[config.mk]
export PLATFORM = sky130hd
export DESIGN_NAME = ldst_pair_agu
export DESIGN_NICKNAME = d
export VERILOG_FILES = /design/src/rtl/ldst_pair_agu.sv
export SDC_FILE = /design/constraint.sdc
export NUM_CORES = 1
export LEC_CHECK = 0
export CAP_MARGIN = 30
export CORE_MARGIN = 1.5
export CORE_UTILIZATION = 30
export CTS_CLUSTER_SIZE = 24
export DETAILED_ROUTE_END_ITERATION = 16
export SETUP_SLACK_MARGIN = 0.4
export SLEW_MARGIN = 10
export SYNTH_ARGS = -nofsm -noshare
export SYNTH_HDL_FRONTEND = slang
export SYNTH_SLANG_ARGS = --single-unit
[constraint.sdc]
create_clock -name clk -period 1.8 [get_ports clk]
set_input_delay 0.45 -clock clk [delete_from_list [all_inputs] [get_ports clk]]
set_output_delay 0.45 -clock clk [all_outputs]
set_load 0.005 [all_outputs]
[src/rtl/ldst_pair_agu.sv]
module ldst_pair_agu #(
  parameter int DW  = 32,
  parameter int RIW = 4
) (
  input  logic            clk,
  input  logic            rst_n,
  input  logic            req,
  input  logic            is_load,
  input  logic [4:0]      mode,
  input  logic [DW-1:0]   base,
  input  logic [DW-1:0]   ofs_reg,
  input  logic [3:0]      imm_hi,
  input  logic [3:0]      imm_lo,
  input  logic [RIW-1:0]  base_idx,
  input  logic [RIW-1:0]  pair_idx,
  input  logic [DW-1:0]   st_even,
  input  logic [DW-1:0]   st_odd,
  input  logic [2*DW-1:0] mem_rdata,
  output logic            vld,
  output logic            illegal,
  output logic            mem_req,
  output logic            mem_we,
  output logic [DW-1:0]   mem_addr,
  output logic [2*DW-1:0] mem_wdata,
  output logic            wb_en,
  output logic [DW-1:0]   wb_data,
  output logic            ld_we,
  output logic [DW-1:0]   ld_even,
  output logic [DW-1:0]   ld_odd
);
  localparam int IMW = 8;

  logic pre, up, use_imm, wr_back, bad;
  assign {pre, up, use_imm, wr_back, bad} = mode;

  logic [DW-1:0]  offset, moved, addr_n;
  logic [RIW-1:0] odd_idx;
  logic           hit, wb_n;

  assign offset  = use_imm ? {{(DW-IMW){1'b0}}, imm_hi, imm_lo} : ofs_reg;
  assign moved   = (use_imm || up) ? base + offset : base - offset;
  assign addr_n  = pre ? moved : base;
  assign odd_idx = pair_idx + RIW'(1);
  assign hit     = is_load && (base_idx == pair_idx || base_idx == odd_idx);
  assign wb_n    = !bad && (!pre || wr_back) && !hit;

  always_ff @(posedge clk or negedge rst_n) begin
    if (!rst_n) begin
      vld       <= 1'b0;
      illegal   <= 1'b0;
      mem_req   <= 1'b0;
      mem_we    <= 1'b0;
      wb_en     <= 1'b0;
      mem_addr  <= '0;
      mem_wdata <= '0;
      wb_data   <= '0;
    end else begin
      vld     <= req;
      illegal <= req && bad;
      mem_req <= req && !bad;
      mem_we  <= req && !bad && !is_load;
      wb_en   <= req && wb_n;
      if (req) begin
        mem_addr  <= addr_n;
        mem_wdata <= {st_odd, st_even};
        wb_data   <= moved;
      end
    end
  end

  assign ld_we   = mem_req && !mem_we;
  assign ld_even = mem_rdata[DW-1:0];
  assign ld_odd  = mem_rdata[2*DW-1:DW];

  a_r1_illegal_quiet: assert property (@(posedge clk) disable iff (!rst_n)
    (vld && illegal) |-> (!mem_req && !wb_en && !ld_we));
  a_r8_vld_follows_req: assert property (@(posedge clk) disable iff (!rst_n)
    req |=> vld);
  a_r8_vld_needs_req: assert property (@(posedge clk) disable iff (!rst_n)
    vld |-> $past(req));
  a_r8_req_within_vld: assert property (@(posedge clk) disable iff (!rst_n)
    (mem_req || wb_en || illegal) |-> vld);
  a_r3_pre_wb_matches_addr: assert property (@(posedge clk) disable iff (!rst_n)
    (req && pre && !bad) |=> (!wb_en || wb_data == mem_addr));
  a_r2_post_addr_is_base: assert property (@(posedge clk) disable iff (!rst_n)
    (req && !pre && !bad) |=> (mem_addr == $past(base)));
  a_r9_load_wins: assert property (@(posedge clk) disable iff (!rst_n)
    (req && hit) |=> !wb_en);
  a_r7_we_store_only: assert property (@(posedge clk) disable iff (!rst_n)
    mem_we |-> (mem_req && !ld_we));
endmodule

==> results.json <==
{
  "outcome": "finished with violations",
  "violations": "setup timing",
  "drive_gt1_share_pct": 50.4,
  "grt_pass1_vias": 8228,
  "fin_crit_sh_pct": 217,
  "grt_first_pass_wirelength_um": 43800,
  "p_total_uw": 11600,
  "synthXorXnorAreaFrac_pct": 6.43,
  "ys_seq_area_share_pct": 38.8,
  "dieHeight_um": 172,
  "clockBufferDepth": 2,
  "cts.sinks": 133,
  "hold_depth": 2,
  "muxShareOfSynthArea_pct": 16.5,
  "synth-simple-area-share_pct": 11.5,
  "arrival_ns": 4.23,
  "crit_fanout": 4,
  "ys_seq_elements": 133,
  "htreeDepth": 4,
  "drt_drc_violations_left": 0,
  "fin_tns_setup_ns": -97.57,
  "worstMarginPinSlew_ns": 0.419,
  "place.gp.congestion": 0.884,
  "synthFlopType": "dfrtp_1",
  "grt_usage_pct": 19.2,
  "hold_start": "req",
  "viasPerCell": 4.71,
  "powerDensity_mw_per_mm2": 807,
  "end_kind": "flip-flop",
  "rr_endpoint": "wb_data[23]",
  "hold_end": "mem_addr[4]",
  "num_antenna_cells": 0,
  "slew_viol_final": 0,
  "rr_worst_depth": 3,
  "synth_nets": 1120,
  "coreArea_mm2": 0.0280,
  "drv_cap": 0,
  "ant_nets": 0,
  "cp-start-kind": "primary input",
  "cp-startpoint": "imm_lo[0]",
  "yosysUniqueCellTypes": 66,
  "clkLatencyLatePin_ns": 0.41,
  "vdd_drop_max_v": 0.000512,
  "yosys_warnings": 0,
  "finalNetCount": 1575,
  "rows": 61,
  "synth.area.top_cells": "dfrtp_1 (39%), mux2_2 (13%), ha_1 (5.8%)",
  "synth_top_family_by_area": "multiplexers",
  "synth_compound_area_share_pct": 12.4,
  "drtIter0Drc": 295,
  "critPathKind": "primary input to flip-flop",
  "final_cell_area_mm2": 0.0144,
  "async_flop_share_pct": 100,
  "hpwl_um": 21200,
  "clk_pin_slew_ns": 0.06,
  "io_pins": 415,
  "dieArea_mm2": 0.0296,
  "worstHoldPathType": "primary input to flip-flop",
  "setup_ws_ns": -2.10,
  "synth_cells": 862,
  "fin_crit_ns": 3.90,
  "finalHoldViolCount": 0,
  "wirelength_um": 29600,
  "cts_made_buffers": 17,
  "num_vias": 8047,
  "tritoncts": "done",
  "slew_headroom_pct": 72.0,
  "dp_slack_ns": -3.11,
  "grt_max_degree": 41,
  "max_freq_ghz": 0.256,
  "start_util_pct": 30.6,
  "synth_fa_ha_area_share_pct": 6.06,
  "post_drt_wl_per_cell_um": 17.3,
  "die_w_um": 172,
  "placed_area_mm2": 0.0129,
  "rsz0062_at_grt": "true",
  "syn_avg_cell_area_um2": 9.96,
  "synth_top_area_share_pct": 38.8,
  "rrSetupSlack_ns": 0.78,
  "worst_clock_skew_ns": 0,
  "cp.required_ns": 2.13,
  "portBuffers": 286,
  "synth_top_area_cell": "dfrtp_1",
  "antenna_found_initial": 0,
  "overflow": 0,
  "leakagePower_uw": 0.00667,
  "syn_area_mm2": 0.00858,
  "setup_viol": 62,
  "root_buffer": "clkbuf_16",
  "reg2reg_from": "wb_data[23]",
  "synth_edf_count": 0,
  "area_growth_syn_to_layout_pct": 67.9,
  "dr.pass1.iters": 4
}
per-stage QoR:
| stage | util, % | cells | hold WS, ns |
|---|---|---|---|
| global route | 51.4 | 1708 | 0.453 |
| detailed placement | 45.9 | 1602 | 0.369 |
| floorplan | - | 862 | 0.154 |
| CTS | 49.9 | 1675 | 0.444 |
| finish | 51.4 | 1708 | 0.463 |
| global placement | 45.9 | 1602 | 0.375 |
state kept, by name, indices dropped and copies added, names as in the netlist:
| signal | flops |
|---|---|
| mem_wdata | 64 |
| mem_addr | 32 |
| wb_data | 32 |
| illegal | 1 |
| mem_req | 1 |
| mem_we | 1 |
| vld | 1 |
| wb_en | 1 |
cells in the mapped netlist, drive strengths merged, types with 3 or more instances:
cell type  count
ha            40
a31oi          9
o21bai         5
and3           3
xnor2         47
and4           3
nor2          89
clkbuf        37
inv           18
a21o          19
nand4         14
nor4           3
o21a           4
or3            8
o21ai         19
buf           70
and2           4
o211ai         4
nand2         28
a21oi         74
nor2b          5
nand3b         4
nand2b         4
mux2i         29
o31ai          4
a211oi         5
xor2          16
nor3          14
nand3         12
dfrtp        133
mux2         100
a31o           3
cell type report:
cell class	instances	area, um^2
fill	2579	13600
multi-input combinational	603	5610
timing repair buffer	543	4380
sequential	133	3330
tap	378	473
clock buffer	18	429
clock inverter	14	116
inverter	19	73.8
cell usage in the layout, fill, tap and decap left out, types with 9 or more instances in the layout:
cell             instances
buf_4                  219
dfrtp_1                133
clkdlybuf4s50_1        124
buf_2                   99
nor2_1                  79
mux2_2                  75
a21oi_1                 44
buf_6                   41
xnor2_1                 31
ha_1                    30
clkbuf_2                29
mux2i_1                 27
mux2_4                  25
nand2_1                 24
a21oi_2                 21
a21o_1                  19
clkbuf_16               17
inv_1                   15
nand4_1                 14
xnor2_2                 10
nor2_2                   9
o21ai_2                  9
a21oi_4                  9
xor2_1                   9
critical path, cell delays in order:
cell and delay, ns:
dlygate4sd2_1 0.27, or3b_4 0.41, a222oi_1 0.34, buf_4 0.20, and2_4 0.18, a21oi_2 0.06, xnor2_1 0.14, nor2_1 0.06
ha_1 0.35, nand4_1 0.17, o21a_1 0.22, o31a_1 0.14, o31a_1 0.36, buf_4 0.17, buf_6 0.12, o21bai_4 0.15
xnor2_2 0.15, mux2i_1 0.11, a21oi_1 0.17
worst max-delay path by stage:
stage                    to  slack (ns)  cells after the start
3_5_place_dp    wb_data[26]       -3.11                     18
6_report       mem_addr[22]       -2.10                     19
4_1_cts        mem_addr[22]       -1.99                     22
3_3_place_gp    wb_data[26]       -3.05                     18
2_1_floorplan  mem_addr[31]       -2.27                     21
5_1_grt        mem_addr[22]       -2.26                     24
layer usage:
layer / vias to the layer above / routed length [um] / GRT usage (%)
met5: - / 0 / 0
met2: 200 / 14700 / 32.4
met3: 38 / 1400 / 3.94
met1: 3898 / 12900 / 24.5
met4: 0 / 579 / 6.05
li1: 3911 / - / -
power breakdown:
group	internal (uW)	switching [uW]	leakage, uW
clock	1800	1550	0.000257
sequential	3480	258	0.00155
combinational	2610	1920	0.00487
total	7890	3730	0.00667
cells by family after synthesis:
kind of cell    count (synthesis)
flops                         133
buf+inv                       126
xor+xnor                       63
compound gates                168
mux                           129
fa+ha+maj                      41
simple gates                  202
timing repair:
action	4_1_cts	5_1_grt
cloned	1	0
pin swaps	99	68
setup endpoints to repair	199	195
gates resized for setup	598	145
hold buffers	1	0
setup buffers	39	33
hold endpoints to repair	25	0
(Power assumes the default switching activity.)
